<file path="src/rtl/tmr_pkg.sv">
package tmr_pkg;

    localparam int BUS_W = 16;
    localparam int OFF_W = 4;
    localparam int PRE_W = 6;

    typedef enum logic [OFF_W-1:0] {
        RO_CTRL = 4'h0,
        RO_MODE = 4'h1,
        RO_PINS = 4'h2,
        RO_IEN  = 4'h4,
        RO_STAT = 4'h5,
        RO_CNT  = 4'h6,
        RO_CMP  = 4'h8
    } reg_off_e;

    localparam logic [2:0] CLR_ON_CMPA = 3'b001;

    // control byte: clear source, unused middle bits, prescale select
    typedef struct packed {
        logic [2:0] clr_sel;
        logic [2:0] spare;
        logic [1:0] psel;
    } ctrl_t;

    // one channel's view of a bus cycle
    typedef struct packed {
        logic             wr;
        logic             rd;
        logic [OFF_W-1:0] off;
        logic [BUS_W-1:0] wdata;
    } chan_req_t;

    // terminal count of the prescaler: 4**psel - 1
    function automatic logic [PRE_W-1:0] pre_limit(input logic [1:0] psel);
        logic [PRE_W:0] one_hot;
        one_hot = (PRE_W+1)'(1) << {psel, 1'b0};
        return PRE_W'(one_hot - 1'b1);
    endfunction

    function automatic logic [BUS_W-1:0] byte_ext(input logic [7:0] b);
        return {{(BUS_W-8){1'b0}}, b};
    endfunction

endpackage

</file>
<file path="src/rtl/tmr_prescaler.sv">
module tmr_prescaler
    import tmr_pkg::*;
(
    input  logic       clk,
    input  logic       rst,
    input  logic       run,
    input  logic [1:0] psel,
    output logic       tick
);

    logic [PRE_W-1:0] pcnt;

    assign tick = run && (pcnt == pre_limit(psel));

    always_ff @(posedge clk) begin
        if (rst || !run) begin
            pcnt <= '0;
        end else if (tick) begin
            pcnt <= '0;
        end else begin
            pcnt <= pcnt + 1'b1;
        end
    end

endmodule

</file>
<file path="src/rtl/tmr_channel.sv">
module tmr_channel
    import tmr_pkg::*;
#(
    parameter int CNT_W = 16
) (
    input  logic             clk,
    input  logic             rst,
    input  logic             run,
    input  chan_req_t        req,
    output logic [BUS_W-1:0] rdata,
    output logic             irq,
    output logic             tick,
    output logic [CNT_W-1:0] cnt_o,
    output logic [CNT_W-1:0] cmp_o,
    output logic             flag_o,
    output logic             arm_o,
    output logic             clr_en_o
);

    ctrl_t            ctrl_q;
    logic [7:0]       mode_q;
    logic [7:0]       pins_q;
    logic [7:0]       ien_q;
    logic [CNT_W-1:0] cmp_q;
    logic [CNT_W-1:0] cnt_q;
    logic             flag_q;
    logic             arm_q;

    logic match, clr_en, set_ev, clr_req, rd_stat, cnt_wr;

    tmr_prescaler u_pre (
        .clk  (clk),
        .rst  (rst),
        .run  (run),
        .psel (ctrl_q.psel),
        .tick (tick)
    );

    always_comb begin
        match   = (cnt_q == cmp_q);
        clr_en  = (ctrl_q.clr_sel == CLR_ON_CMPA);
        set_ev  = tick && match;
        cnt_wr  = req.wr && (req.off == RO_CNT);
        rd_stat = req.rd && (req.off == RO_STAT);
        clr_req = req.wr && (req.off == RO_STAT) && !req.wdata[0] && arm_q;
    end

    // configuration storage
    always_ff @(posedge clk) begin
        if (rst) begin
            ctrl_q <= '0;
            mode_q <= '0;
            pins_q <= '0;
            ien_q  <= '0;
            cmp_q  <= '0;
        end else if (req.wr) begin
            case (req.off)
                RO_CTRL: ctrl_q <= ctrl_t'(req.wdata[7:0]);
                RO_MODE: mode_q <= req.wdata[7:0];
                RO_PINS: pins_q <= req.wdata[7:0];
                RO_IEN:  ien_q  <= req.wdata[7:0];
                RO_CMP:  cmp_q  <= req.wdata[CNT_W-1:0];
                default: ;
            endcase
        end
    end

    // counter: bus write first, then compare clear, then increment
    always_ff @(posedge clk) begin
        if (rst) begin
            cnt_q <= '0;
        end else if (cnt_wr) begin
            cnt_q <= req.wdata[CNT_W-1:0];
        end else if (tick) begin
            cnt_q <= (match && clr_en) ? '0 : cnt_q + 1'b1;
        end
    end

    // match flag with read-then-write-zero acknowledge; a new match wins
    always_ff @(posedge clk) begin
        if (rst) begin
            flag_q <= 1'b0;
            arm_q  <= 1'b0;
        end else begin
            if (set_ev) begin
                flag_q <= 1'b1;
            end else if (clr_req) begin
                flag_q <= 1'b0;
            end
            if (clr_req) begin
                arm_q <= 1'b0;
            end else if (rd_stat && flag_q) begin
                arm_q <= 1'b1;
            end
        end
    end

    always_comb begin
        case (req.off)
            RO_CTRL: rdata = byte_ext(ctrl_q);
            RO_MODE: rdata = byte_ext(mode_q);
            RO_PINS: rdata = byte_ext(pins_q);
            RO_IEN:  rdata = byte_ext(ien_q);
            RO_STAT: rdata = byte_ext({7'b0, flag_q});
            RO_CNT:  rdata = BUS_W'(cnt_q);
            RO_CMP:  rdata = BUS_W'(cmp_q);
            default: rdata = '0;
        endcase
    end

    assign irq      = flag_q && ien_q[0];
    assign cnt_o    = cnt_q;
    assign cmp_o    = cmp_q;
    assign flag_o   = flag_q;
    assign arm_o    = arm_q;
    assign clr_en_o = clr_en;

endmodule

</file>
<file path="src/rtl/tmr_unit.sv">
module tmr_unit
    import tmr_pkg::*;
#(
    parameter  int NUM_CH = 3,
    parameter  int CNT_W  = 16,
    localparam int SEL_W  = $clog2(NUM_CH + 1),
    localparam int AW     = SEL_W + OFF_W
) (
    input  logic              clk,
    input  logic              rst,
    input  logic              bus_wr,
    input  logic              bus_rd,
    input  logic [AW-1:0]     bus_addr,
    input  logic [BUS_W-1:0]  bus_wdata,
    output logic [BUS_W-1:0]  bus_rdata,
    output logic [NUM_CH-1:0] irq
);

    logic [SEL_W-1:0] sel;
    logic [OFF_W-1:0] off;
    logic             run_hit;
    logic [NUM_CH-1:0] start_q;
    logic [BUS_W-1:0]  rd_next;

    logic [BUS_W-1:0]             ch_rdata [NUM_CH];
    logic [NUM_CH-1:0]            tick_v, flag_v, arm_v, clr_en_v;
    logic [NUM_CH-1:0]            cnt_wr_v, stat_zero_wr_v;
    logic [NUM_CH-1:0][CNT_W-1:0] cnt_v, cmp_v;

    assign sel     = bus_addr[AW-1:OFF_W];
    assign off     = bus_addr[OFF_W-1:0];
    assign run_hit = (sel == SEL_W'(NUM_CH)) && (off == '0);

    always_ff @(posedge clk) begin
        if (rst) begin
            start_q <= '0;
        end else if (bus_wr && run_hit) begin
            start_q <= bus_wdata[NUM_CH-1:0];
        end
    end

    for (genvar g = 0; g < NUM_CH; g++) begin : g_ch
        chan_req_t req;
        assign req.wr    = bus_wr && (sel == SEL_W'(g));
        assign req.rd    = bus_rd && (sel == SEL_W'(g));
        assign req.off   = off;
        assign req.wdata = bus_wdata;

        assign cnt_wr_v[g]       = req.wr && (off == RO_CNT);
        assign stat_zero_wr_v[g] = req.wr && (off == RO_STAT) && !bus_wdata[0];

        tmr_channel #(.CNT_W(CNT_W)) u_ch (
            .clk      (clk),
            .rst      (rst),
            .run      (start_q[g]),
            .req      (req),
            .rdata    (ch_rdata[g]),
            .irq      (irq[g]),
            .tick     (tick_v[g]),
            .cnt_o    (cnt_v[g]),
            .cmp_o    (cmp_v[g]),
            .flag_o   (flag_v[g]),
            .arm_o    (arm_v[g]),
            .clr_en_o (clr_en_v[g])
        );
    end

    always_comb begin
        rd_next = '0;
        if (run_hit) begin
            rd_next = BUS_W'(start_q);
        end
        for (int i = 0; i < NUM_CH; i++) begin
            if (sel == SEL_W'(i)) begin
                rd_next = ch_rdata[i];
            end
        end
    end

    always_ff @(posedge clk) begin
        if (rst) begin
            bus_rdata <= '0;
        end else if (bus_rd) begin
            bus_rdata <= rd_next;
        end
    end

endmodule

</file>
<file path="config.mk">
export PLATFORM = sky130hd
export DESIGN_NAME = tmr_unit
export DESIGN_NICKNAME = d
export VERILOG_FILES = /design/src/rtl/tmr_pkg.sv /design/src/rtl/tmr_prescaler.sv /design/src/rtl/tmr_channel.sv /design/src/rtl/tmr_unit.sv
export SDC_FILE = /design/constraint.sdc
export NUM_CORES = 1
export LEC_CHECK = 0
export ABC_AREA = 1
export BUFFER_PORTS_ARGS = -buffer_cell sky130_fd_sc_hd__buf_2
export CAP_MARGIN = 15
export CORE_ASPECT_RATIO = 0.7
export CORE_MARGIN = 1
export CORE_UTILIZATION = 68
export CTS_CLUSTER_SIZE = 8
export DETAILED_ROUTE_END_ITERATION = 12
export PLACE_DENSITY_LB_ADDON = 0.3
export SETUP_SLACK_MARGIN = 0.05
export SLEW_MARGIN = 5
export SYNTH_ARGS = -nofsm -noshare
export SYNTH_HDL_FRONTEND = slang
export SYNTH_HIERARCHICAL = 1
export SYNTH_SLANG_ARGS = --single-unit
</file>
<file path="constraint.sdc">
create_clock -name clk -period 5.64 [get_ports clk]
set_input_delay 0.564 -clock clk [delete_from_list [all_inputs] [get_ports clk]]
set_output_delay 0.564 -clock clk [all_outputs]
set_load 0.02 [all_outputs]
</file>
Word-level counts from Yosys, hierarchy flattened --
Cells that the tools add are included.
Operators by class: add/subtract/negate cells 9, equality and inequality tests 18, shifts and indexed selects 3, multiplexer cells 22, reduce and logical (&&, ||, !) cells 74
Operators by type and width (number):
- 16-bit case mux with 7 select lines | 3
- 16-bit two-way mux | 12
- 16-bit by 1-bit adder with 16-bit output (second input constant) | 3
- 16-bit == test | 3
- 1-bit logical AND | 38
- 2-bit AND reduction | 15
- 6-bit by 1-bit adder with 6-bit output (second input constant) | 3
- 6-bit == test | 3
- 1-bit by 3-bit left shift with 6-bit output (first input constant) | 3
- 6-bit by 1-bit subtractor with 6-bit output (second input constant) | 3
- 4-bit by 3-bit == test with 1-bit output (second input constant) | 3
- 2-bit nonzero test | 6
- 2-bit OR reduction | 6
- 3-bit by 1-bit == test with 1-bit output (second input constant) | 3
- 1-bit two-way mux | 6
- 2-bit == test (second input constant) | 2
- 4-bit by 1-bit == test with 1-bit output (second input constant) | 1
- 4-bit by 2-bit == test with 1-bit output (second input constant) | 1
- 4-bit == test (second input constant) | 1
- 1-bit zero test | 4
- 4-bit zero test | 1
- 1-bit logical OR | 3
- 3-bit two-way mux | 1
- 2-bit by 1-bit == test with 1-bit output (second input constant) | 1
- 2-bit zero test | 1
Word-level totals: register bits 235, input bits 26, output and inout port bits 19, word-level logic and storage cells 161

Logic depth before layout (Yosys ltp) --
depth after elaboration 7, gate-level depth with buffers 15

Modules after synthesis --
The synthesis kept the hierarchy.
By module, submodules not included:
- tmr_channel | times used 3, cells an instance 539, area each 3661.0 sq um, sequential area each 1321.3 sq um
- tmr_unit | times used 1, cells an instance 167, area each 1091.0 sq um, sequential area each 380.4 sq um
- tmr_prescaler at g_ch[0].u_ch.u_pre ... | times used 2, cells an instance 55, area each 379.1 sq um, sequential area each 120.1 sq um
- tmr_prescaler at g_ch[2].u_ch.u_pre | times used 1, cells an instance 54, area each 375.4 sq um, sequential area each 120.1 sq um

Worst setup path after synthesis --
OpenSTA, ideal clock, no wires.
kind input to register, start point in bus_addr[5], end point reg g_ch[0].u_ch.mode_q[0], setup time 0.070 ns, arrival 2.004 ns, required time 5.570 ns, path slack 3.566 ns, stages 7, buffers on the path 4, path through buf_6 -> buf_2 -> nor3_1 -> buf_2 -> buf_1 -> nand3_1 -> a21oi_1
RTL lines:
- start, declared | RTL line tmr_unit.sv:13 | input logic [AW-1:0] bus_addr,
- end signal, assigned | RTL line tmr_channel.sv:59 | RO_MODE: mode_q <= req.wdata[7:0];
- end, declared | RTL line tmr_channel.sv:21 | logic [7:0] mode_q;

Worst setup path in the final report --
start point in bus_addr[1], end point reg g_ch[0].u_ch.cmp_q[12]
On the way: longest elaborated chain between the ends 2
Ends and longest elaborated chain:
- 4-bit == test | RTL line tmr_channel.sv:57 | case (req.off)
- 2-bit AND reduction (no line)
- end signal, assigned | RTL line tmr_channel.sv:62 | RO_CMP: cmp_q <= req.wdata[CNT_W-1:0];
- end, declared | RTL line tmr_channel.sv:24 | logic [CNT_W-1:0] cmp_q;
No other way between the ends. A chain may end at the register's enable or synchronous reset.

==> impl_results.md <==
- Post-DR vias/cell: 6.162
- PD cells: 262.7 nW/um2
- Synth area leaders: dfxtp_1 (36%), nand2_1 (10%), inv_1 (7.9%), a21oi_1 (6.7%), o21ai_0 (6.4%)
- CTS max path bufs: 3
- HP Start: g_ch[2].u_ch/ien_q[4]$_SDFFE_PP0P_
- Ys async rst share: 0
- Top fanout value on the critical path: 32
- Pre-CTS setup slack: 2687 ps
- Clk sink count: 235
- Register area: 4705 um2
- DRC errors left: 0
- Synth warnings: 6
- CTS Root Cell: clkbuf_16
- Primary FF master, synth: dfxtp_1
- Crit Path Category: in -> reg
- Total die area: 19,990 um2
- Sw Ratio: 0.2372
- Initial antenna violation count: 1
- Total Routing Usage GR: 0.4083
- Bufs and invs on worst path: 2
- Final setup slack of the worst path: roughly 3000 ps
- Mapped Area: approximately 13,000 um2
- Vias in the first global route: between 10,000 and 15,000
- Total wire length: 41,060 um
- Area Growth Syn to Fin: 8.422%
- Flop pwr share: 0.449
- Clock share of power: 0.490
- WP data arrival: 2970 ps
- Clock transition at path regs: 50 ps
- Row count: 42
- Inserted Diodes: 0
- Combinational power share: 0.061
- Max cap viols: 0
- Synth top cells by count: nand2_1 (360), inv_1 (278), dfxtp_1 (235)
- Leakage: 5.348 nW
- Crit path max-delay family: simple AND/OR/NAND/NOR gates
- RSZ-0062 raised after global routing: false
- Via count: around 14,000
- CTS tree: built
- # resized after CTS: 0
- Max incr delay on CP: approximately 610 ps
- CP startpoint: bus_addr[1]
- Die height: 118.6 um
- Drt wl/cell: 18.52 um
- Fraction of layout instances using a drive strength above 1: 0.1311
- RD Place Congestion: 0.9468
- Kind of start point of the critical path: input port
- Critical path's slowest cell: nand2_1
- Count of final setup violators: 0
- Reg2reg end: g_ch[2].u_ch/cnt_o[4]$_SDFFE_PP0P_
- Worst skew pair latency: 500 ps
- Iter 0 DRT Violations: 2,307
- Crit-path cells: buf_2 > nor2_2 > nand3_1 > inv_1 > nand2_1 > o21ai_0 > a21oi_1
- Syn Inst Count: 1,948
- First-pass DRT Iterations: 6
- Crit path to: g_ch[0].u_ch/cmp_o[12]$_SDFFE_PP0P_
- Syn Area/Cell: ~6.8 um2
- Fillers: 1,480
- Die Wd: ~170 um
- Switch Pwr: about 900 uW
- Fin crit period: 2632 ps
- Layout Nets: 1,987
- Core ar.: 18,970 um2
- Achievable frequency: 379.9 MHz
- IO Count: 45
- Final ANT Viol Nets: 0
- #FFs+latches synth: around 240
- Status: completed
- Int Power: between 2 and 3 mW
- Pins over their slew limit: 0
- Sequential cell area fraction in the yosys report: 0.3562
- Hold-fix buffers at CTS: 0
- Grt total ovfl: 0
- R2r setup slk: 3360 ps
- Area fraction of the dominant cell type after synthesis: 0.3562
- Multi-input gate area: 6858 um2
- Req. time, crit path: 5980 ps
- H-tree depth: 2
- VDD IR max: 0.2297 mV
- Critical path capture point type: register
- Distinct cell type count of the synthesized netlist: 37
- Clk_skew: 15.78 ps
- # port buffers: 44
- R2R cell count: 13
- Most common cell in the netlist: nand2_1
- Least-Margin Pin Slew: 1097 ps
- Relative slew slack: 0.2675
- First-pass GRT wire length: 64,700 um
- Starting Density: 0.6962
- Num CTS Buffers: 35
- Worst Hold Class: reg -> reg
- Hold Fails Final Rpt: 0
- Total negative slack: 0 ps
- Post-synth EDFFs: 0
- Post-synth top area cell: dfxtp_1
- Post-CTS Setup Bufs: 0
- Syn nets: approximately 2,000
- Critical path depth in cells: 7
- HPWL Detailed: 27,790 um
- Worst r2r src: g_ch[2].u_ch/ctrl_q[1]$_SDFFE_PP0P_
- Largest net degree at the start of global routing: 52
- Period utilisation layout: 0.4667
==> area by class of cell <==
cell class,count,area share
Multi-Input combinational cell,1310,0.4789
Clock inverter,1,0.0005242
Timing Repair Buffer,49,0.01957
Sequential cell,235,0.3285
Clock buffer,37,0.06466
Inverter,321,0.08475
Tap cell,264,0.02307
==> worst min path at each step <==
| stage | endpoint | slack, ps | cells past startpoint |
|---|---|---|---|
| after floorplan | g_ch[0].u_ch/ctrl_q[4]$_SDFFE_PP0P_ | 430 | 2 |
| after detailed placement | g_ch[2].u_ch/ien_q[6]$_SDFFE_PP0P_ | 440 | 2 |
| after global routing | g_ch[0].u_ch/ctrl_q[3]$_SDFFE_PP0P_ | 470 | 2 |
| final | g_ch[2].u_ch/ien_q[4]$_SDFFE_PP0P_ | 450 | 2 |
| after global placement | g_ch[0].u_ch/pins_q[3]$_SDFFE_PP0P_ | 440 | 2 |
| after CTS | g_ch[2].u_ch/ien_q[6]$_SDFFE_PP0P_ | 450 | 2 |
==> power by group through the flow <==
stage,Combinational [mW],Sequential (mW),Clock [mW]
5_1_grt,0.242,1.69,1.94
3_5_place_dp,0.215,1.72,0
6_report,0.230,1.69,1.84
4_1_cts,0.216,1.69,1.85
3_3_place_gp,0.209,1.72,0
2_1_floorplan,0.130,1.72,0
==> logic make-up (layout without fill, tap and decap cells) <==
| group | count (synthesis) | after routing | synth area share |
|---|---|---|---|
| AO/OA/AOI/OAI | 526 | 526 | 0.2230 |
| XOR/XNOR | 45 | 45 | 0.02984 |
| adder cells (fa/ha/maj) | 9 | 9 | 0.008526 |
| buffers and inverters | 403 | 408 | 0.1253 |
| flip-flops | 235 | 235 | 0.3562 |
| AND/OR/NAND/NOR | 730 | 730 | 0.2571 |
==> flip-flops by register name, summed over array words and instances, names as in the netlist <==
signal,flops
g_ch.u_ch/cmp_o,48
g_ch.u_ch/cnt_o,48
g_ch.u_ch/ctrl_q,24
g_ch.u_ch/ien_q,24
g_ch.u_ch/mode_q,24
g_ch.u_ch/pins_q,24
g_ch.u_ch/u_pre/pcnt,18
bus_rdata,16
g_ch.u_ch/arm_o,3
g_ch.u_ch/flag_o,3
start_q,3
==> routing by layer <==
layer / share of wire / track usage
met3: 0.14 / 0.1045
met1: 0.41 / 0.5876
met2: 0.41 / 0.5838
met5: 0 / 0
met4: 0.037 / 0.1466
==> layout by cell type, fill, tap and decap left out, drive strengths merged, types with 19 or more instances in the layout <==
cell type	n
a31oi	19
clkbuf	37
o22ai	69
a21oi	210
inv	320
buf	49
o21ai	202
xor2	40
dfxtp	235
nand3	180
nand2	378
nor2	139
==> tightest hold or removal path, stage by stage (launching register included) <==
cell     delay (ps)
dfxtp_1         290
inv_1            60
a21oi_1          60
==> metrics by stage <==
stage / instance area (um2) / power [mW] / util / std cells / hold WS (ps)
2_1_floorplan: 13210 / 1.851 / - / 1948 / 429.7
3_3_place_gp: 13360 / 1.929 / 0.7042 / 2178 / 438.7
3_5_place_dp: 13360 / 1.934 / 0.7042 / 2178 / 444.8
4_1_cts: 14290 / 3.757 / 0.7534 / 2216 / 452.7
5_1_grt: 14320 / 3.869 / 0.7548 / 2217 / 468.7
6_report: 14320 / 3.762 / 0.7548 / 2217 / 452.6
Power figures use the tool's default switching activity.
